$ cat config.mk
export PLATFORM = sky130hd
export DESIGN_NAME = arb_shared_mem
export DESIGN_NICKNAME = d
export VERILOG_FILES = /design/src/rtl/arb_pkg.sv /design/src/rtl/arb_slot_timer.sv /design/src/rtl/arb_slot_sel.sv /design/src/rtl/arb_hold_reg.sv /design/src/rtl/arb_shared_mem.sv
export SDC_FILE = /design/constraint.sdc
export NUM_CORES = 1
export LEC_CHECK = 0
export BUFFER_PORTS_ARGS = -buffer_cell sky130_fd_sc_hd__buf_2
export CORE_MARGIN = 4
export CORE_UTILIZATION = 35
export DETAILED_ROUTE_END_ITERATION = 12
export PLACE_DENSITY = 0.7
export SLEW_MARGIN = 20
export SYNTH_ARGS = -nofsm -noshare
export SYNTH_HDL_FRONTEND = slang
export SYNTH_HIERARCHICAL = 1
export SYNTH_SLANG_ARGS = --single-unit
$ cat constraint.sdc
create_clock -name clk_i -period 3.4 [get_ports clk_i]
set_clock_uncertainty 0.05 [all_clocks]
set_input_delay 0.17 -clock clk_i [delete_from_list [all_inputs] [get_ports clk_i]]
set_output_delay 0.17 -clock clk_i [all_outputs]
set_load 0.1 [all_outputs]
$ cat src/rtl/arb_pkg.sv
package arb_pkg;
  typedef enum logic [1:0] {
    ARB_ILV      = 2'd0,
    ARB_HOST_PRI = 2'd1,
    ARB_VID_PRI  = 2'd2
  } arb_mode_e;

  function automatic arb_mode_e arb_decode(input logic [1:0] code);
    case (code)
      2'd1:    return ARB_HOST_PRI;
      2'd2:    return ARB_VID_PRI;
      default: return ARB_ILV;
    endcase
  endfunction
endpackage

$ cat src/rtl/arb_slot_timer.sv
module arb_slot_timer
  import arb_pkg::*;
(
  input  logic       clk_i,
  input  logic       rst_ni,
  input  logic [1:0] mode_i,
  input  logic       div_i,
  output logic       slot_b_o,
  output logic       slot_last_o,
  output arb_mode_e  mode_o
);
  localparam int CNT_W = 2;

  logic [CNT_W-1:0] cnt_q;
  logic             div_q;
  arb_mode_e        mode_q;
  logic             cycle_end;

  assign slot_b_o    = div_q ? cnt_q[1] : cnt_q[0];
  assign slot_last_o = div_q ? cnt_q[0] : 1'b1;
  assign cycle_end   = div_q ? (cnt_q == 2'd3) : (cnt_q == 2'd1);
  assign mode_o      = mode_q;

  // policy and slot length only move on a bus-cycle boundary
  always_ff @(posedge clk_i or negedge rst_ni) begin
    if (!rst_ni) begin
      cnt_q  <= '0;
      div_q  <= 1'b0;
      mode_q <= ARB_ILV;
    end else if (cycle_end) begin
      cnt_q  <= '0;
      div_q  <= div_i;
      mode_q <= arb_decode(mode_i);
    end else begin
      cnt_q  <= cnt_q + 1'b1;
    end
  end
endmodule

$ cat src/rtl/arb_slot_sel.sv
module arb_slot_sel
  import arb_pkg::*;
#(
  parameter int ADDR_W = 10,
  parameter int DATA_W = 8
) (
  input  arb_mode_e          mode_i,
  input  logic               slot_b_i,
  input  logic               slot_last_i,
  input  logic [ADDR_W-1:0]  host_addr_i,
  input  logic [DATA_W-1:0]  host_wdata_i,
  input  logic               host_rd_i,
  input  logic               host_wr_i,
  input  logic               vid_rd_i,
  input  logic [ADDR_W-1:0]  vid_addr_i,
  output logic [ADDR_W-1:0]  mem_addr_o,
  output logic [DATA_W-1:0]  mem_wdata_o,
  output logic               mem_we_o,
  output logic               mem_re_o,
  output logic               host_wait_o,
  output logic               vid_cap_o,
  output logic               host_cap_o
);
  logic host_req, host_rd_eff, host_take, collide, host_go;

  assign host_req    = host_rd_i | host_wr_i;
  assign host_rd_eff = host_rd_i & ~host_wr_i;
  assign host_take   = (mode_i == ARB_HOST_PRI) & host_req;
  assign collide     = (mode_i == ARB_VID_PRI) & host_req & vid_rd_i;
  assign host_go     = host_req & ~collide;

  assign host_wait_o = collide;
  assign mem_wdata_o = host_wdata_i;

  always_comb begin
    mem_addr_o = vid_addr_i;
    mem_re_o   = 1'b0;
    mem_we_o   = 1'b0;
    vid_cap_o  = 1'b0;
    host_cap_o = 1'b0;
    if (!slot_b_i) begin
      // A slot: video, unless the host has seized the memory
      if (host_take) begin
        mem_addr_o = host_addr_i;
        mem_re_o   = 1'b1;
      end else if (vid_rd_i) begin
        mem_re_o   = 1'b1;
      end
      vid_cap_o = vid_rd_i & slot_last_i;
    end else begin
      mem_addr_o = host_addr_i;
      mem_re_o   = host_go & host_rd_eff;
      mem_we_o   = host_go & host_wr_i & slot_last_i;
      host_cap_o = host_go & host_rd_eff & slot_last_i;
    end
  end
endmodule

$ cat src/rtl/arb_hold_reg.sv
module arb_hold_reg #(
  parameter int W = 8
) (
  input  logic         clk_i,
  input  logic         rst_ni,
  input  logic         en_i,
  input  logic [W-1:0] d_i,
  output logic [W-1:0] q_o
);
  always_ff @(posedge clk_i or negedge rst_ni) begin
    if (!rst_ni)   q_o <= '0;
    else if (en_i) q_o <= d_i;
  end
endmodule

$ cat src/rtl/arb_shared_mem.sv
module arb_shared_mem
  import arb_pkg::*;
#(
  parameter int ADDR_W = 10,
  parameter int DATA_W = 8
) (
  input  logic              clk_i,
  input  logic              rst_ni,
  input  logic [1:0]        mode_i,
  input  logic              div_i,
  input  logic [ADDR_W-1:0] host_addr_i,
  input  logic [DATA_W-1:0] host_wdata_i,
  input  logic              host_rd_i,
  input  logic              host_wr_i,
  output logic [DATA_W-1:0] host_rdata_o,
  output logic              host_wait_o,
  input  logic              vid_rd_i,
  input  logic [ADDR_W-1:0] vid_addr_i,
  output logic [DATA_W-1:0] vid_data_o,
  output logic              slot_b_o,
  output logic [ADDR_W-1:0] mem_addr_o,
  output logic [DATA_W-1:0] mem_wdata_o,
  output logic              mem_we_o,
  output logic              mem_re_o,
  input  logic [DATA_W-1:0] mem_rdata_i
);
  arb_mode_e mode_q;
  logic      slot_b, slot_last, vid_cap, host_cap;

  arb_slot_timer u_tmr (
    .clk_i       (clk_i),
    .rst_ni      (rst_ni),
    .mode_i      (mode_i),
    .div_i       (div_i),
    .slot_b_o    (slot_b),
    .slot_last_o (slot_last),
    .mode_o      (mode_q)
  );

  arb_slot_sel #(.ADDR_W(ADDR_W), .DATA_W(DATA_W)) u_sel (
    .mode_i       (mode_q),
    .slot_b_i     (slot_b),
    .slot_last_i  (slot_last),
    .host_addr_i  (host_addr_i),
    .host_wdata_i (host_wdata_i),
    .host_rd_i    (host_rd_i),
    .host_wr_i    (host_wr_i),
    .vid_rd_i     (vid_rd_i),
    .vid_addr_i   (vid_addr_i),
    .mem_addr_o   (mem_addr_o),
    .mem_wdata_o  (mem_wdata_o),
    .mem_we_o     (mem_we_o),
    .mem_re_o     (mem_re_o),
    .host_wait_o  (host_wait_o),
    .vid_cap_o    (vid_cap),
    .host_cap_o   (host_cap)
  );

  arb_hold_reg #(.W(DATA_W)) u_vid_hold (
    .clk_i (clk_i), .rst_ni (rst_ni), .en_i (vid_cap),
    .d_i (mem_rdata_i), .q_o (vid_data_o)
  );

  arb_hold_reg #(.W(DATA_W)) u_host_hold (
    .clk_i (clk_i), .rst_ni (rst_ni), .en_i (host_cap),
    .d_i (mem_rdata_i), .q_o (host_rdata_o)
  );

  assign slot_b_o = slot_b;
endmodule

Word-level counts from Yosys, hierarchy flattened --
Index checks and enable logic that the tools add are counted.
Cells by class: add/subtract/negate cells 1, equality and inequality tests 6, multiplexer cells 13, bitwise logic cells 13
Operator list (count):
- 10-bit 2-to-1 mux | 2
- 1-bit AND | 10
- 1-bit 2-to-1 mux | 9
- 2-bit by 1-bit == test with 1-bit output, second input constant | 3
- 2-bit == test, second input constant | 3
- 2-bit case mux with 2 select lines | 1
- 2-bit by 1-bit adder with 2-bit output, second input constant | 1
- 2-bit 2-to-1 mux | 1
- 1-bit NOT | 2
- 1-bit OR | 1
Storage, ports and cells: flip-flop bits (word level) 21, input port bits 44, output and inout bits 38, logic and storage cells 38

Longest topological paths before layout --
Gate-level depths: netlist (run 1).
word-level depth 8, depth in mapped cells 6, depth with buffers taken out 5

Modules after synthesis --
The synthesis (run 1) kept the hierarchy.
By module, submodules not included:
- arb_hold_reg | times used 2, cells each 17, area an instance 331.6 um2, seq. area each 200.2 um2
- arb_slot_sel | times used 1, cells each 35, area an instance 280.3 um2, seq. area each 0.0 um2
- arb_slot_timer | times used 1, cells each 21, area an instance 227.7 um2, seq. area each 125.1 um2

Worst setup path before layout (run 1) --
No wires, ideal clock.
kind register to output, from reg u_tmr.cnt_q[0], to out mem_re_o, arrival time 5.676 ns, required time 3.180 ns, path slack -2.496 ns, cell stages (with the launch flop) 6, path buffers 0, path through dfrtp_1 inv_1 o21ai_0 nand2b_1 a21oi_1 a211oi_1
On the way: cells in the longest elaborated chain, start to end 2
RTL lines:
- from (decl) | line arb_slot_timer.sv:14 | logic [CNT_W-1:0] cnt_q;
- from (signal assigned) | line arb_slot_timer.sv:35 | cnt_q <= cnt_q + 1'b1;
- 1-bit 2-to-1 mux | line arb_slot_timer.sv:19 | assign slot_b_o = div_q ? cnt_q[1] : cnt_q[0];
- via slot_b_o | line arb_shared_mem.sv:20 | output logic slot_b_o,
- 1-bit 2-to-1 mux | line arb_slot_sel.sv:41 | if (!slot_b_i) begin
- to (decl) | line arb_shared_mem.sv:24 | output logic mem_re_o,
The timed path passes the listed nets, and every way through them passes these cells.

Worst setup path in the final report (run 1) --
from reg u_tmr.cnt_q[0], to out mem_addr_o[3]
On the way: cells in the longest elaborated chain, start to end 2
RTL lines:
- 1-bit 2-to-1 mux | line arb_slot_timer.sv:19
- 10-bit 2-to-1 mux | line arb_slot_sel.sv:41
- to (decl) | line arb_shared_mem.sv:21 | output logic [ADDR_W-1:0] mem_addr_o,
Every way passes these cells.

==> results of run 1 <==
-- cell families after synthesis --
group	count (synthesis)
and+or+nand+nor	16
muxes	28
buffers and inverters	14
DFF	21
xor gates and xnor gates	1
AOI/OAI and AO/OA	10
-- synth_stat cells --
cell type  number  area (µm²)
or2_4           1       8.760
a211oi_1        2       15.01
o211ai_1        1       7.510
buf_4           8       60.06
nand3_1         1       5.000
mux2_2         10       112.6
nand2_1         5       18.77
buf_6           2       22.52
nand2b_1        1       6.260
dfrtp_1        21       525.5
xnor2_1         1       8.760
o21ai_1         2       10.01
nor3b_1         1       7.510
inv_1           4       15.01
mux2_4         18       270.3
a31oi_4         1       21.27
nor2b_1         3       18.77
nand2_2         1       6.260
o21ai_0         2       10.01
nor2_1          3       11.26
a21oi_1         2       10.01
-- layout make-up --
cell class,count,share of cell area [%]
clock inverters,1,0.3287
clock buffers,3,1.479
multi-input cells,55,36.57
inverters,4,0.9860
flip-flops and latches,21,34.51
well taps,44,3.615
repair buffers,67,22.51
-- critical path, stage by stage (launching register included) --
cell	delay (ns)
dfrtp_1	0.45
inv_1	0.15
o21ai_2	0.15
a31oi_4	0.35
mux2_2	0.38
buf_2	0.29
-- flip-flops by register name, indices dropped and copies added (netlist names) --
signal,cells
u_host_hold/q_o,8
u_tmr/cnt_q,2
u_tmr/div_q,1
u_tmr/mode_o,2
u_vid_hold/q_o,8
-- routing by layer --
layer,up-vias,track usage [%],share of wire [%]
li1,426,-,-
met1,412,12.71,35
met4,0,4.922,0.52
met2,54,25.03,51
met3,6,3.231,13
met5,-,0,0
-- metrics by stage --
stage,cell area (µm²),setup slack (ns),hold WS (ns),std cells,util (%)
after floorplan,1180,0.1112,-0.1756,90,-
after global placement,1485,1.472,0.08601,190,47.48
after detailed placement,1485,1.359,0.09775,190,47.48
after CTS,1523,1.077,0.05062,195,48.68
after global routing,1523,0.9700,0.04229,195,48.68
final,1523,1.102,0.06431,195,48.68
-- worst min-delay path by stage --
stage / endpoint / depth (start not counted) / from
after floorplan: u_host_hold/q_o[0] / 0 / rst_ni
after global placement: u_host_hold/q_o[2] / 1 / rst_ni
after detailed placement: u_host_hold/q_o[4] / 1 / rst_ni
after CTS: u_vid_hold/q_o[0] / 2 / mem_rdata_i[0]
after global routing: u_host_hold/q_o[6] / 2 / mem_rdata_i[6]
final: u_vid_hold/q_o[0] / 2 / mem_rdata_i[0]
-- placed cells by master (no fill, tap or decap), types with 2 or more instances in the layout --
cell type | synthesis | final
dfrtp_1 | 21 | 21
clkbuf_4 | 0 | 3
nor2_1 | 3 | 3
buf_2 | 0 | 65
inv_1 | 4 | 4
nor2b_1 | 3 | 3
mux2_4 | 18 | 18
o21ai_1 | 2 | 2
a21oi_1 | 2 | 2
nand2_1 | 5 | 5
mux2_2 | 10 | 10
==> flow_summary.yaml, run 1 <==
cts:
  h-tree-depth: 1
  clock_path_buffers: 2
  cts_root_buf: "clkbuf_4"
  clkSlewWorstSetupHoldPaths_ns: 0.11
  cts_tree: "yes"
  clk-insertion-delay-late_ns: 0.29
  cts_resized: 0
  cts.sinks: 21
  postCtsSetupRepairBufs: 0
  cts_hold_buf: 1
  numCtsBuffers: 3
place:
  port_buffers: 65
  globalplace.congestion: 0.6772
  dp_hpwl_um: 2212
route:
  wirelength_um: 2681
  vias: 898
  post-route-drc-count: 0
  avgRoutedWirePerCell_um: 13.75
  viasPerCell: 4.605
  drt_first_pass_iters: 4
  ant_nets: 0
  drt_iter0_drc: 19
critical_path:
  critical_path.max_fanout: 10
  start_kind: "register"
  worst-r2r-setup-slack_ns: 1.38
  timing.rr.end: "u_vid_hold/q_o[1]"
  required_ns: 3.18
  r2r-start: "u_tmr/cnt_q[0]"
  cp-endpoint: "mem_addr_o[3]"
  crit_path_start: "u_tmr/cnt_q[0]"
  cp.arrival_ns: 2.08
  endpoint_kind: "primary output"
  critPathKind: "reg2out"
  rr_worst_depth: 4
sta:
  hold_violations: 0
  tns_ns: 0
  period_share_pct: 67.60
  rsz0062_at_grt: "false"
  min_period_ns: 2.298
  slew_viol_final: 0
  setup_viol: 0
  slew_headroom_pct: 36.48
  worstMarginPinSlew_ns: 0.9493
  max_freq_mhz: 435.1
yosys:
  synth_cell_type_count: 21
  synth_simple_gate_area_share_pct: 7.051
  syn-num-nets: 134
  ys_warn_count: 6
  synthAdderAreaFrac_pct: 0
  synth_top_family_by_area: "multiplexers"
  synth-seq-area-share_pct: 44.87
  ys_ff_latch: 21
  synth_compound_area_share_pct: 6.303
  synth_xor_xnor_area_share_pct: 0.7479
  syn_area_mm2: 0.001171
  syn_inst: 90
  syn_area_per_cell_um2: 13.01
  synthMuxAreaShare_pct: 32.69
floorplan:
  row_count: 20
  die_w_um: 65.85
  ios: 82
  core-area_mm2: 0.003128
  initial_core_util_pct: 37.44
  die-area_mm2: 0.004336
  die_h_um: 65.85
finish:
  areaGrowthSynthToFinish_pct: 30.02
  insertedDiodeCount: 0
  finalNetCount: 196
  fillerInstances: 297
  multi_input_area_um2: 556.8
  seqCellArea_um2: 525.5
  drive_gt1_share_pct: 68.21
global_routing:
  grt_max_degree: 22
  grt_pass1_wl_um: 4209
  antenna_found_initial: 0
  grt.overflow.total: 0
  grt_usage_pct: 12.84
  grt_pass1_vias: 973
status:
  status: "completed"
hold_path:
  hp-class: "in2reg"
flow_run:
  maxCapViolCount: 0
Power of run 1 is left out: the tool's default activity adds up to more than one toggle a clock period on the data nets, which glitch-free logic cannot reach.
==> inputs of run 2 (changes only) <==
--- a/config.mk
+++ b/config.mk
@@ -5,11 +5,12 @@
 export SDC_FILE = /design/constraint.sdc
 export NUM_CORES = 1
 export LEC_CHECK = 0
+export ABC_AREA = 1
 export BUFFER_PORTS_ARGS = -buffer_cell sky130_fd_sc_hd__buf_2
 export CORE_MARGIN = 4
 export CORE_UTILIZATION = 35
 export DETAILED_ROUTE_END_ITERATION = 12
-export PLACE_DENSITY = 0.7
+export PLACE_DENSITY = 0.69
 export SLEW_MARGIN = 20
 export SYNTH_ARGS = -nofsm -noshare
 export SYNTH_HDL_FRONTEND = slang
==> constraint.sdc (replaced) <==
create_clock -name clk_i -period 2.4 [get_ports clk_i]
set_clock_uncertainty 0.05 [all_clocks]
set_input_delay 0.12 -clock clk_i [delete_from_list [all_inputs] [get_ports clk_i]]
set_output_delay 0.12 -clock clk_i [all_outputs]
set_load 0.1 [all_outputs]
==> flow_summary.yaml, run 2 <==
floorplan:
  die_h_um: 67.22
  die-area_mm2: 0.004519
  initial_core_util_pct: 36.50
  core-area_mm2: 0.003363
  row_count: 21
  die_w_um: 67.22
  ios: 82
cts:
  cts_hold_buf: 9
  postCtsSetupRepairBufs: 0
  cts_tree: "yes"
  clk-insertion-delay-late_ns: 0.29
  cts_root_buf: "clkbuf_4"
  cts_resized: 0
  h-tree-depth: 1
  clkSlewWorstSetupHoldPaths_ns: 0.10
  numCtsBuffers: 3
  cts.sinks: 21
  clock_path_buffers: 2
critical_path:
  critical_path.max_fanout: 12
  crit_path_start: "u_tmr/cnt_q[0]"
  start_kind: "register"
  critPathKind: "reg2out"
  endpoint_kind: "primary output"
  cp.arrival_ns: 1.89
  required_ns: 2.23
  r2r-start: "u_tmr/div_q"
  timing.rr.end: "u_vid_hold/q_o[4]"
  cp-endpoint: "mem_addr_o[5]"
  worst-r2r-setup-slack_ns: 0.68
  rr_worst_depth: 6
yosys:
  synth_area_leaders: "dfrtp_1, nand2_1, nand3_2, buf_4, buf_6"
  synthDominantCellAreaShare_pct: 42.81
  yosysTopAreaCell: "dfrtp_1"
  syn-num-nets: 205
  yosysMostFrequentCell: "nand2_1"
  syn_inst: 161
  synth-seq-area-share_pct: 42.81
  syn_area_per_cell_um2: 7.624
  ys_ff_latch: 21
  ys.flop_type: "dfrtp_1"
  synth_commonest_cells: "nand2_1, dfrtp_1, nand3_2"
  ys_warn_count: 6
  syn_area_mm2: 0.001227
  synthArstFlopShare_pct: 100.0
  synth_edf_count: 0
  synth_cell_type_count: 18
sta:
  rsz0062_at_grt: "false"
  setup_viol: 0
  period_share_pct: 85.64
  min_period_ns: 2.055
  max_freq_mhz: 486.6
  slew_headroom_pct: 60.69
  worstMarginPinSlew_ns: 0.5875
  hold_violations: 0
  tns_ns: 0
  slew_viol_final: 0
global_routing:
  grt_pass1_vias: 1037
  grt_max_degree: 22
  grt.overflow.total: 0
  grt_pass1_wl_um: 4574
  grt_usage_pct: 13.00
  antenna_found_initial: 0
route:
  avgRoutedWirePerCell_um: 10.46
  post-route-drc-count: 0
  drt_first_pass_iters: 4
  wirelength_um: 2865
  ant_nets: 0
  viasPerCell: 4.332
  drt_iter0_drc: 41
  vias: 1187
finish:
  areaGrowthSynthToFinish_pct: 33.64
  top_regs: "u_host_hold/q_o: 8 flops, u_vid_hold/q_o: 8 flops"
  final_common_cell: "nand2_1"
  drive_gt1_share_pct: 41.23
  multi_input_area_um2: 546.8
  finalNetCount: 273
  seqCellArea_um2: 525.5
  insertedDiodeCount: 0
  fillerInstances: 352
  final_cell_mix: "nand2_1, buf_2, dfrtp_1"
flow_run:
  maxCapViolCount: 0
place:
  port_buffers: 65
  globalplace.congestion: 0.8650
  dp_hpwl_um: 2316
hold_path:
  hp-class: "in2reg"
status:
  status: "completed"
==> run 2: cell types whose count changed in the layout (fill, tap and decap cells not counted), moves of 2 or more <==
| cell | delta |
|---|---|
| nand2_2 | +2 |
| nand2_4 | +2 |
| nand3_1 | +4 |
| dlygate4sd3_1 | +8 |
| nor2b_1 | -3 |
| nand2_1 | +79 |
| mux2_2 | -10 |
| nand4_1 | +2 |
| nand3_2 | +10 |
| inv_2 | +6 |
| inv_1 | +3 |
| mux2_4 | -18 |
==> run 2: layout make-up <==
class	count	area share, %
Clock inverter	1	0.4577
Timing Repair Buffer	75	25.78
Clock buffer	3	1.373
Sequential cell	21	32.04
Inverter	14	3.509
Multi-Input combinational cell	114	33.33
Tap cell	46	3.509
==> run 2: how the worst min path moves through the flow <==
stage	start	endpoint	slack (ns)	cells after the start
final	div_i	u_tmr/div_q	0.02	3
after global routing	div_i	u_tmr/div_q	0.04	3
after CTS	div_i	u_tmr/div_q	0.01	3
after detailed placement	rst_ni	u_vid_hold/q_o[7]	0.05	1
after global placement	rst_ni	u_host_hold/q_o[7]	0.05	1
after floorplan	rst_ni	u_host_hold/q_o[0]	-0.23	0
==> run 2: through the flow <==
stage	instance area [µm²]	utilization [%]	hold slack (ns)	cells	setup WS, ns
5_1_grt	1640	48.77	0.04191	274	0.1710
3_3_place_gp	1520	45.20	0.04907	261	0.6859
4_1_cts	1640	48.77	0.01460	274	0.3211
3_5_place_dp	1520	45.20	0.05077	261	0.6651
6_report	1640	48.77	0.01930	274	0.3447
2_1_floorplan	1239	-	-0.2256	161	0.1603
==> run 2: kinds of logic (layout without fill, tap and decap cells) <==
family / after synthesis / in the layout / share of synthesized area, %
AOI/OAI and AO/OA: 3 / 3 / 1.222
buffers and inverters: 26 / 93 / 13.56
DFF: 21 / 21 / 42.81
and+or+nand+nor: 111 / 111 / 42.40
==> run 2: critical path: stages (launching register included) <==
cell and delay [ns]:
dfrtp_1 0.46, inv_2 0.09, o21ai_4 0.24, inv_6 0.12
nand2_4 0.14, nand2_1 0.06, nand2_1 0.06, buf_2 0.42
==> run 2: metal layers <==
layer,wire length [µm],GRT usage (%),up-vias
met5,0,0,-
met2,1378,22.33,39
met1,1165,15.45,528
li1,-,-,618
met4,27,5.316,0
met3,293,3.161,2
Power of run 2 is left out for the same reason.
